`src/rtl/spi_burst_pkg.sv`:
```
package spi_burst_pkg;
  localparam logic [2:0] REG_CTRL   = 3'd0;
  localparam logic [2:0] REG_TOTAL  = 3'd1;
  localparam logic [2:0] REG_TXCNT  = 3'd2;
  localparam logic [2:0] REG_STATUS = 3'd3;
  localparam logic [2:0] REG_TXDATA = 3'd4;
  localparam logic [2:0] REG_RXDATA = 3'd5;

  localparam int CB_EN    = 0;
  localparam int CB_MST   = 1;
  localparam int CB_FAST  = 2;
  localparam int CB_TXCLR = 8;
  localparam int CB_RXCLR = 9;
  localparam int CB_XCH   = 10;
  localparam int CB_SRST  = 31;
  localparam int SB_OVF   = 16;

  typedef enum logic [1:0] {ST_IDLE, ST_SETUP, ST_SHIFT, ST_HOLD} seqState_t;

  // strobes from the sequencer to the datapath
  typedef struct packed {
    logic txPush;
    logic rxPop;
    logic txClr;
    logic rxClr;
    logic load;
    logic fromFifo;
    logic sample;
    logic shift;
    logic rxPush;
    logic sclkToggle;
    logic sclkIdle;
    logic csAssert;
    logic csRelease;
  } dpStrobes_t;
endpackage

```
`src/rtl/spi_burst_fifo.sv`:
```
module spi_burst_fifo #(
  parameter int DEPTH = 64,
  parameter int WIDTH = 8,
  localparam int AW = $clog2(DEPTH),
  localparam int LW = $clog2(DEPTH + 1)
) (
  input  logic             clk,
  input  logic             rstN,
  input  logic             clr,
  input  logic             push,
  input  logic [WIDTH-1:0] pushData,
  input  logic             pop,
  output logic [WIDTH-1:0] popData,
  output logic [LW-1:0]    level,
  output logic             full
);
  logic [WIDTH-1:0] mem [DEPTH];
  logic [AW-1:0] wrPtr, rdPtr;
  logic doPush, doPop, empty;

  assign empty   = (level == '0);
  assign full    = (level == LW'(DEPTH));
  assign doPush  = push && !full;
  assign doPop   = pop && !empty;
  assign popData = empty ? '0 : mem[rdPtr];

  always_ff @(posedge clk) begin
    if (doPush && !clr) mem[wrPtr] <= pushData;
  end

  always_ff @(posedge clk or negedge rstN) begin
    if (!rstN) begin
      wrPtr <= '0;
      rdPtr <= '0;
      level <= '0;
    end else if (clr) begin
      wrPtr <= '0;
      rdPtr <= '0;
      level <= '0;
    end else begin
      if (doPush) wrPtr <= (wrPtr == AW'(DEPTH - 1)) ? '0 : wrPtr + 1'b1;
      if (doPop)  rdPtr <= (rdPtr == AW'(DEPTH - 1)) ? '0 : rdPtr + 1'b1;
      level <= level + LW'(doPush) - LW'(doPop);
    end
  end


  no_overflow_chk: assert property (@(posedge clk) disable iff (!rstN)
    (full && push && !pop && !clr) |=> (full && level == $past(level)));


  level_bound_chk: assert property (@(posedge clk) disable iff (!rstN)
    level <= LW'(DEPTH));
endmodule

```
`src/rtl/spi_burst_dp.sv`:
```
module spi_burst_dp
  import spi_burst_pkg::*;
#(
  parameter int DEPTH = 64,
  localparam int LW = $clog2(DEPTH + 1)
) (
  input  logic       clk,
  input  logic       rstN,
  input  dpStrobes_t st,
  input  logic [7:0] wrByte,
  input  logic       misoIn,
  output logic       spiSclk,
  output logic       spiMosi,
  output logic       spiCsN,
  output logic [7:0] rxByte,
  output logic [LW-1:0] rxLevel,
  output logic [LW-1:0] txLevel,
  output logic       txFull
);
  logic [7:0] txHead, txShift, rxShift;
  logic       rxFull;

  spi_burst_fifo #(.DEPTH(DEPTH), .WIDTH(8)) txFifo_i (
    .clk(clk), .rstN(rstN), .clr(st.txClr), .push(st.txPush), .pushData(wrByte),
    .pop(st.load && st.fromFifo), .popData(txHead), .level(txLevel), .full(txFull));

  spi_burst_fifo #(.DEPTH(DEPTH), .WIDTH(8)) rxFifo_i (
    .clk(clk), .rstN(rstN), .clr(st.rxClr), .push(st.rxPush), .pushData(rxShift),
    .pop(st.rxPop), .popData(rxByte), .level(rxLevel), .full(rxFull));

  assign spiMosi = txShift[7];

  always_ff @(posedge clk or negedge rstN) begin
    if (!rstN) begin
      txShift <= '0;
      rxShift <= '0;
      spiSclk <= 1'b0;
      spiCsN  <= 1'b1;
    end else begin
      if (st.load)        txShift <= st.fromFifo ? txHead : 8'h00;
      else if (st.shift)  txShift <= {txShift[6:0], 1'b0};
      if (st.sample)      rxShift <= {rxShift[6:0], misoIn};
      if (st.sclkIdle)        spiSclk <= 1'b0;
      else if (st.sclkToggle) spiSclk <= ~spiSclk;
      if (st.csRelease)     spiCsN <= 1'b1;
      else if (st.csAssert) spiCsN <= 1'b0;
    end
  end


  sclk_frame_chk: assert property (@(posedge clk) disable iff (!rstN)
    spiSclk |-> !spiCsN);


  strobe_excl_chk: assert property (@(posedge clk) disable iff (!rstN)
    $onehot0({st.sample, st.shift, st.load}));


  rx_push_chk: assert property (@(posedge clk) disable iff (!rstN)
    (st.rxPush && !rxFull && !st.rxPop && !st.rxClr) |=> (rxLevel == $past(rxLevel) + 1'b1));
endmodule

```
`src/rtl/spi_burst_ctrl.sv`:
```
module spi_burst_ctrl
  import spi_burst_pkg::*;
#(
  parameter int CNT_W = 16,
  parameter int LW = 7,
  parameter int SLOW_HALF = 2,
  parameter int FAST_HALF = 1,
  localparam int DW = $clog2(SLOW_HALF + 1)
) (
  input  logic          clk,
  input  logic          rstN,
  input  logic          busWr,
  input  logic          busRd,
  input  logic [2:0]    busAddr,
  input  logic [31:0]   busWdata,
  output logic [31:0]   busRdata,
  input  logic [7:0]    rxByte,
  input  logic [LW-1:0] rxLevel,
  input  logic [LW-1:0] txLevel,
  input  logic          txFull,
  output dpStrobes_t    st
);
  seqState_t state;
  logic enQ, mstQ, fastQ, ovfQ, srstQ;
  logic [CNT_W-1:0] totalQ, txCntQ, bytesDone;
  logic [DW-1:0] divCnt, halfLen;
  logic [3:0] edgeCnt;
  logic [CNT_W:0] nextIdx;
  logic wrCtrl, idle, start, tick, lastByte, byteEnd;

  assign idle     = (state == ST_IDLE);
  assign wrCtrl   = busWr && busAddr == REG_CTRL && !srstQ;
  assign start    = wrCtrl && idle && busWdata[CB_XCH] && busWdata[CB_EN] &&
                    busWdata[CB_MST] && !busWdata[CB_SRST] && totalQ != '0;
  assign halfLen  = fastQ ? DW'(FAST_HALF) : DW'(SLOW_HALF);
  assign tick     = !idle && divCnt == halfLen - 1'b1;
  assign nextIdx  = {1'b0, bytesDone} + 1'b1;
  assign lastByte = (nextIdx == {1'b0, totalQ});
  assign byteEnd  = state == ST_SHIFT && tick && edgeCnt == 4'd15;

  always_comb begin
    st            = '0;
    st.txPush     = busWr && busAddr == REG_TXDATA && !srstQ;
    st.rxPop      = busRd && busAddr == REG_RXDATA && !srstQ;
    st.txClr      = srstQ || (wrCtrl && busWdata[CB_TXCLR]);
    st.rxClr      = srstQ || (wrCtrl && busWdata[CB_RXCLR]);
    st.load       = start || (byteEnd && !lastByte);
    st.fromFifo   = start ? (txCntQ != '0) : (nextIdx < {1'b0, txCntQ});
    st.sclkToggle = state == ST_SHIFT && tick;
    st.sample     = st.sclkToggle && !edgeCnt[0];
    st.shift      = st.sclkToggle && edgeCnt[0] && edgeCnt != 4'd15;
    st.rxPush     = byteEnd;
    st.sclkIdle   = srstQ;
    st.csAssert   = start;
    st.csRelease  = srstQ || (state == ST_HOLD && tick);
  end

  always_comb begin
    busRdata = '0;
    case (busAddr)
      REG_CTRL: begin
        busRdata[CB_EN]   = enQ;
        busRdata[CB_MST]  = mstQ;
        busRdata[CB_FAST] = fastQ;
        busRdata[CB_XCH]  = !idle;
        busRdata[CB_SRST] = srstQ;
      end
      REG_TOTAL:  busRdata[CNT_W-1:0] = totalQ;
      REG_TXCNT:  busRdata[CNT_W-1:0] = txCntQ;
      REG_STATUS: begin
        busRdata[LW-1:0]   = rxLevel;
        busRdata[8 +: LW]  = txLevel;
        busRdata[SB_OVF]   = ovfQ;
      end
      REG_RXDATA: busRdata[7:0] = rxByte;
      default:    busRdata = '0;
    endcase
  end

  always_ff @(posedge clk or negedge rstN) begin
    if (!rstN) begin
      state <= ST_IDLE; enQ <= 1'b0; mstQ <= 1'b0; fastQ <= 1'b0; ovfQ <= 1'b0;
      srstQ <= 1'b0; totalQ <= '0; txCntQ <= '0; bytesDone <= '0;
      divCnt <= '0; edgeCnt <= '0;
    end else if (srstQ) begin
      state <= ST_IDLE; enQ <= 1'b0; mstQ <= 1'b0; fastQ <= 1'b0; ovfQ <= 1'b0;
      srstQ <= 1'b0; totalQ <= '0; txCntQ <= '0; bytesDone <= '0;
      divCnt <= '0; edgeCnt <= '0;
    end else begin
      if (wrCtrl && busWdata[CB_SRST]) srstQ <= 1'b1;
      if (wrCtrl && idle) begin
        enQ   <= busWdata[CB_EN];
        mstQ  <= busWdata[CB_MST];
        fastQ <= busWdata[CB_FAST];
      end
      if (busWr && idle && busAddr == REG_TOTAL) totalQ <= busWdata[CNT_W-1:0];
      if (busWr && idle && busAddr == REG_TXCNT) txCntQ <= busWdata[CNT_W-1:0];
      if (st.txClr) ovfQ <= 1'b0;
      else if (st.txPush && txFull) ovfQ <= 1'b1;

      if (idle) begin
        divCnt <= '0;
        if (start) begin
          state <= ST_SETUP; bytesDone <= '0; edgeCnt <= '0;
        end
      end else begin
        divCnt <= tick ? '0 : divCnt + 1'b1;
        if (tick) begin
          case (state)
            ST_SETUP: begin state <= ST_SHIFT; edgeCnt <= '0; end
            ST_SHIFT: begin
              edgeCnt <= edgeCnt + 1'b1;
              if (edgeCnt == 4'd15) begin
                if (lastByte) state <= ST_HOLD;
                else bytesDone <= nextIdx[CNT_W-1:0];
              end
            end
            default: state <= ST_IDLE;
          endcase
        end
      end
    end
  end


  srst_selfclear_chk: assert property (@(posedge clk) disable iff (!rstN)
    srstQ |=> !srstQ);


  burst_len_chk: assert property (@(posedge clk) disable iff (!rstN)
    !idle |-> (bytesDone < totalQ));


  start_gate_chk: assert property (@(posedge clk) disable iff (!rstN)
    (idle && !start) |=> idle);
endmodule

```
`src/rtl/spi_burst_master.sv`:
```
module spi_burst_master
  import spi_burst_pkg::*;
#(
  parameter int DEPTH = 64,
  parameter int CNT_W = 16,
  localparam int LW = $clog2(DEPTH + 1)
) (
  input  logic        clk,
  input  logic        rstN,
  input  logic        busWr,
  input  logic        busRd,
  input  logic [2:0]  busAddr,
  input  logic [31:0] busWdata,
  output logic [31:0] busRdata,
  output logic        spiSclk,
  output logic        spiMosi,
  input  logic        spiMiso,
  output logic        spiCsN
);
  dpStrobes_t st;
  logic [7:0] rxByte;
  logic [LW-1:0] rxLevel, txLevel;
  logic txFull;

  spi_burst_ctrl #(.CNT_W(CNT_W), .LW(LW)) ctrl_i (
    .clk(clk), .rstN(rstN), .busWr(busWr), .busRd(busRd), .busAddr(busAddr),
    .busWdata(busWdata), .busRdata(busRdata), .rxByte(rxByte), .rxLevel(rxLevel),
    .txLevel(txLevel), .txFull(txFull), .st(st));

  spi_burst_dp #(.DEPTH(DEPTH)) dp_i (
    .clk(clk), .rstN(rstN), .st(st), .wrByte(busWdata[7:0]), .misoIn(spiMiso),
    .spiSclk(spiSclk), .spiMosi(spiMosi), .spiCsN(spiCsN), .rxByte(rxByte),
    .rxLevel(rxLevel), .txLevel(txLevel), .txFull(txFull));
endmodule

```
`config.mk`:
```
export PLATFORM = sky130hd
export DESIGN_NAME = spi_burst_master
export DESIGN_NICKNAME = d
export VERILOG_FILES = /design/src/rtl/spi_burst_pkg.sv /design/src/rtl/spi_burst_fifo.sv /design/src/rtl/spi_burst_dp.sv /design/src/rtl/spi_burst_ctrl.sv /design/src/rtl/spi_burst_master.sv
export SDC_FILE = /design/constraint.sdc
export NUM_CORES = 1
export LEC_CHECK = 0
export BUFFER_PORTS_ARGS = -buffer_cell sky130_fd_sc_hd__buf_2
export CORE_MARGIN = 2
export CORE_UTILIZATION = 32
export CTS_CLUSTER_DIAMETER = 50
export CTS_CLUSTER_SIZE = 12
export DETAILED_ROUTE_END_ITERATION = 8
export PLACE_DENSITY = 0.45
export SKIP_LAST_GASP = 1
export SLEW_MARGIN = 25
export SYNTH_ARGS = -nofsm -noshare
export SYNTH_HDL_FRONTEND = slang
export SYNTH_HIERARCHICAL = 1
export SYNTH_SLANG_ARGS = --single-unit
```
`constraint.sdc`:
```
create_clock -name clk -period 13.7 [get_ports clk]
set_input_delay 3.425 -clock clk [delete_from_list [all_inputs] [get_ports clk]]
set_output_delay 3.425 -clock clk [all_outputs]
set_load 0.02 [all_outputs]
```
# == Word-level counts from Yosys, hierarchy flattened ==
# Memory sizes are Yosys's and may differ from the RTL's.
# Cells that the tools add are included.
# classes
add_sub_neg,12
magnitude_cmp,1
eq_ne,22
mux,75
bitwise,1
n_reduce_logical,73
# ops
op,n
16-bit 2-to-1 mux,11
6-bit 2-to-1 mux,12
8-bit 2-to-1 mux,5
1-bit logical AND,34
16-bit nonzero test,2
6-bit by 1-bit adder with 6-bit output (second input constant),4
6-bit == test (second input constant),4
1-bit 2-to-1 mux,22
2-bit 2-to-1 mux,10
2-bit nonzero test,10
16-bit by 1-bit adder with 17-bit output (second input constant),1
17-bit by 16-bit == test with 1-bit output,1
17-bit by 16-bit < comparator with 1-bit output,1
4-bit 2-to-1 mux,4
4-bit one-hot mux with 4 select lines,1
3-bit one-hot mux with 5 select lines,1
7-bit by 1-bit adder with 7-bit output,2
7-bit == test (second input constant),2
7-bit logical NOT,2
7-bit 2-to-1 mux,2
7-bit by 1-bit subtractor with 7-bit output,2
4-bit one-hot mux with 3 select lines,1
3-bit nonzero test,4
1-bit logical NOT,11
other kinds (29),35
# totals
regBits,117
ramBits,1024
out_inout_bits,35
elab_cells,207
memories,2
# mem_list
name,depth,width,rd,rd_ports_with_merged_regs,write_ports,line_no,text
dp_i.rxFifo_i.mem,64,8,1,0,1,spi_burst_fifo.sv:17,logic [WIDTH-1:0] mem [DEPTH];
dp_i.txFifo_i.mem,64,8,1,0,1,spi_burst_fifo.sv:17,

# == Longest topological paths before layout ==
# depth
depth_word,14
ltp_mapped,28
depth_no_buf,25

# == Modules after synthesis ==
# The synthesis kept the hierarchy.
# modules_own_cells
module,n_inst,cells_per_inst,area_per_inst_um2,seq_area_each_um2
spi_burst_fifo at dp_i.txFifo_i,1,1053,21132.8,15850.2
spi_burst_fifo at dp_i.rxFifo_i,1,1009,21041.4,15850.2
spi_burst_ctrl,1,644,5039.8,1526.5
spi_burst_dp,1,53,767.0,451.7

# == Worst setup path before layout ==
# OpenSTA, ideal clock, no wires.
# synth_timing
kind,input -> output
start,input port busAddr[0]
end,output port busRdata[5]
arrival_ps,4713
setup_slack_ps,5562
cell_stages,5
n_path_buf,2
path_cell_list,buf_1 -> nor2b_1 -> clkbuf_1 -> a22oi_1 -> o21ai_0
# synth_via
elab_chain_len,2
elab_cells_between_ends,5
# synth_lines
item,line_no,text
start: declaration,spi_burst_master.sv:12,"input logic [2:0] busAddr,"
"3-bit == test, or another cell as far along",spi_burst_ctrl.sv:60,case (busAddr)
4-bit one-hot mux with 4 select lines (*),spi_burst_ctrl.sv:60,
end: declaration,spi_burst_master.sv:14,"output logic [31:0] busRdata,"
# Every way passes the cells marked *; elsewhere a longest branch is shown, timed or not.

# == Worst setup path after layout ==
# layout_timing
start,input port busAddr[1]
end,output port busRdata[7]
# layout_via
elab_chain_len,2
elab_cells_between_ends,4
# layout_lines
item,line_no
"3-bit == test, or another cell as far along",spi_burst_ctrl.sv:60
1-bit one-hot mux with 3 select lines (*),spi_burst_ctrl.sv:60
# Marks and branches as above.

==> summary.txt <==
Logic synthesis
  – Synthesized area: 48,000 µm²
  – Synth warnings: 6
  – Syn Inst Count: 2,758
  – Synthesized area per cell: 17.4 µm²

Pwr
  – P_leak: 17.2 nW
  – Peak VDD IR: 0.141 mV
  – Pwr dens: 171 nW/µm²

CTS
  – CTS buffer count: 136
  – CTS clk-pin slew, worst paths: 50 ps
  – Clk sinks: 1,141
  – H-tree depth: 4
  – Skew-Pair Late Insertion Delay: 750 ps
  – CTS Buffer Depth: 3
  – Hold buffers post-CTS: 0
  – # Post-CTS Setup Buffers: 0
  – Root Buffer: clkbuf_16
  – Resized Gates After CTS: 0
  – CTS tree: yes

Route
  – Total wire length: 122,000 µm
  – Initial drt markers: 2,052
  – Drt drc: 0
  – Detailed-routed wire length on met3: 5950 µm
  – DR vias/cell: 5.18
  – Routed via count: 25,500
  – Routed Antenna Nets: 0
  – Top Layer Used: met5
  – WL per Instance: 24.8 µm
  – Metal-1 WL: 53,100 µm
  – Routed wl met2: 60,100 µm
  – Initial DRT Pass Iterations: 5

Timing
  – Final setup viols: 0
  – Worst Tran Pin Value: 1050 ps
  – FMAX: 103 MHz
  – Fin Clk Skew: 30.7 ps
  – Final Hold Fails: 0
  – RSZ-0062 raised after global routing: false
  – Slew Viols, Final: 0
  – Final hold slack: 508 ps
  – Tcrit/Tclk final: 70.8%
  – Post-layout min period: 9710 ps
  – Slew headroom: 29.3%
  – TNS Setup: 0 ps
  – Worst setup margin: 3990 ps

Setup path
  – Worst path slowest cell: o21ai_0
  – Arrival @ worst endpoint: 6280 ps
  – Crit-path leading delay family: compound AO/OA/AOI/OAI gates
  – Worst path cell trace: buf_2 -> nor2b_1 -> a22oi_1 -> o21ai_0 -> buf_2
  – Critical path depth: 5
  – Critical path peak fanout: 25
  – Critical Path RT: 10,270 ps
  – Max incr delay on CP: 860 ps
  – Crit path launch type: primary input
  – Buf/Inv on CP: 2
  – R2r worst-path depth: 22
  – Critical path type: in -> out
  – Crit end category: output pin
  – Most used cell along the critical path: buf_2

Global routing
  – Global-route wire length before repair: 179,000 µm
  – Gr ovfl total: 0
  – Initial antenna violation count: 8
  – GRT Total Usage: 16.0%
  – Largest net degree at the start of global routing: 68
  – Number of global-route vias before repair: 26,200

Cells and area
  – Most frequent cells in the layout: edfxtp_1, mux4_2, nor2_1
  – Net count, final: 2,899
  – Design Area, Final: 54,400 µm²
  – Commonest non-fill, non-tap cell in the layout: edfxtp_1
  – Ant diodes: 0
  – Synth-to-layout area growth: 13.4%
  – Util after Layout: 36.4%
  – Share of layout cells above drive strength 1: 21.0%
  – Fill cell count: 13,900

Hold path
  – Cell count of the worst hold path: 1
  – Hold Path Class: reg -> reg

Placed design
  – PortBufs: 45
  – Setup WS pre-CTS: 4050 ps
  – Final HPWL DP: 76,000 µm
  – Placed cell area: 50,100 µm²
  – GPL Wtd Cong: 0.822

Floorplanning
  – Core Region: 149,000 µm²
  – Io pins: 75
  – Starting Density: 32.1%
  – Height of the chip: 391 µm
  – Die area: 153,000 µm²
  – Die X: 391 µm
  – Number of cell rows: 142

Run status
  – Status: finished clean

Flow run
  – Max Cap Viol: 0
[worst register-to-register path, delay by kind of cell (launching register included)]
family	cells	cell delay, ps
buffers and inverters	2	110
XOR/XNOR	1	200
adder cells (fa/ha/maj)	4	1360
AND/OR/NAND/NOR	10	3340
AO/OA/AOI/OAI	5	810
flip-flops	1	580
[registers in the layout, indices dropped and copies added, names as in the netlist]
signal,count
dp_i/rxFifo_i/rdPtr,6
dp_i/spiCsN,1
ctrl_i/state,2
dp_i/txShift,8
ctrl_i/edgeCnt,4
ctrl_i/bytesDone,16
ctrl_i/divCnt,2
dp_i/rxShift,8
dp_i/spiSclk,1
dp_i/rxFifo_i/wrPtr,6
dp_i/txFifo_i/wrPtr,6
ctrl_i/txCntQ,16
ctrl_i/srstQ,1
ctrl_i/ovfQ,1
ctrl_i/enQ,1
dp_i/rxFifo_i/level,7
dp_i/txFifo_i/level,7
dp_i/txFifo_i/mem,512
ctrl_i/mstQ,1
dp_i/txFifo_i/rdPtr,6
ctrl_i/totalQ,16
dp_i/rxFifo_i/mem,512
ctrl_i/fastQ,1
[power breakdown]
group | total (mW) | internal, mW | switching, mW
Clock | 3.47 | 2.05 | 1.43
Combinational | 1.47 | 0.571 | 0.899
Sequential | 4.35 | 4.13 | 0.223
Total | 9.29 | 6.75 | 2.55
[per-layer routing]
metal | vias to the layer above | track usage, %
met5 | - | 0
met4 | 8 | 5.03
met1 | 13600 | 21.2
met2 | 641 | 26.5
li1 | 11100 | -
met3 | 176 | 3.01
[path summary, 6_finish.rpt]
kind,start,to,slack [ps]
max in group asynchronous,rstN,dp_i/txFifo_i/rdPtr[0],9680
hold / removal,ctrl_i/divCnt[0],ctrl_i/divCnt[0],510
setup / recovery,busAddr[1],busRdata[7],3990
min in group asynchronous,rstN,ctrl_i/bytesDone[10],2700
hold reg to reg,ctrl_i/divCnt[0],ctrl_i/divCnt[0],510
setup reg to reg,ctrl_i/bytesDone[0],dp_i/txFifo_i/level[6],7160
[stage by stage]
stage	std cells	total power, mW
floorplan	2771	5.35
global placement	4693	5.87
detailed placement	4693	5.92
CTS	4927	9.42
global route	4927	9.70
finish	4927	9.29
[layout make-up]
class / count / area [µm²] / share of cell area (%)
sequential: 1141 / 33700 / 61.9
multi-input combinational: 1391 / 13100 / 24.1
clock buffer: 169 / 3670 / 6.75
tap: 2016 / 2520 / 4.64
clock inverter: 65 / 644 / 1.18
timing repair buffer: 83 / 533 / 0.980
inverter: 62 / 233 / 0.428
Power figures use the tool's default switching activity.
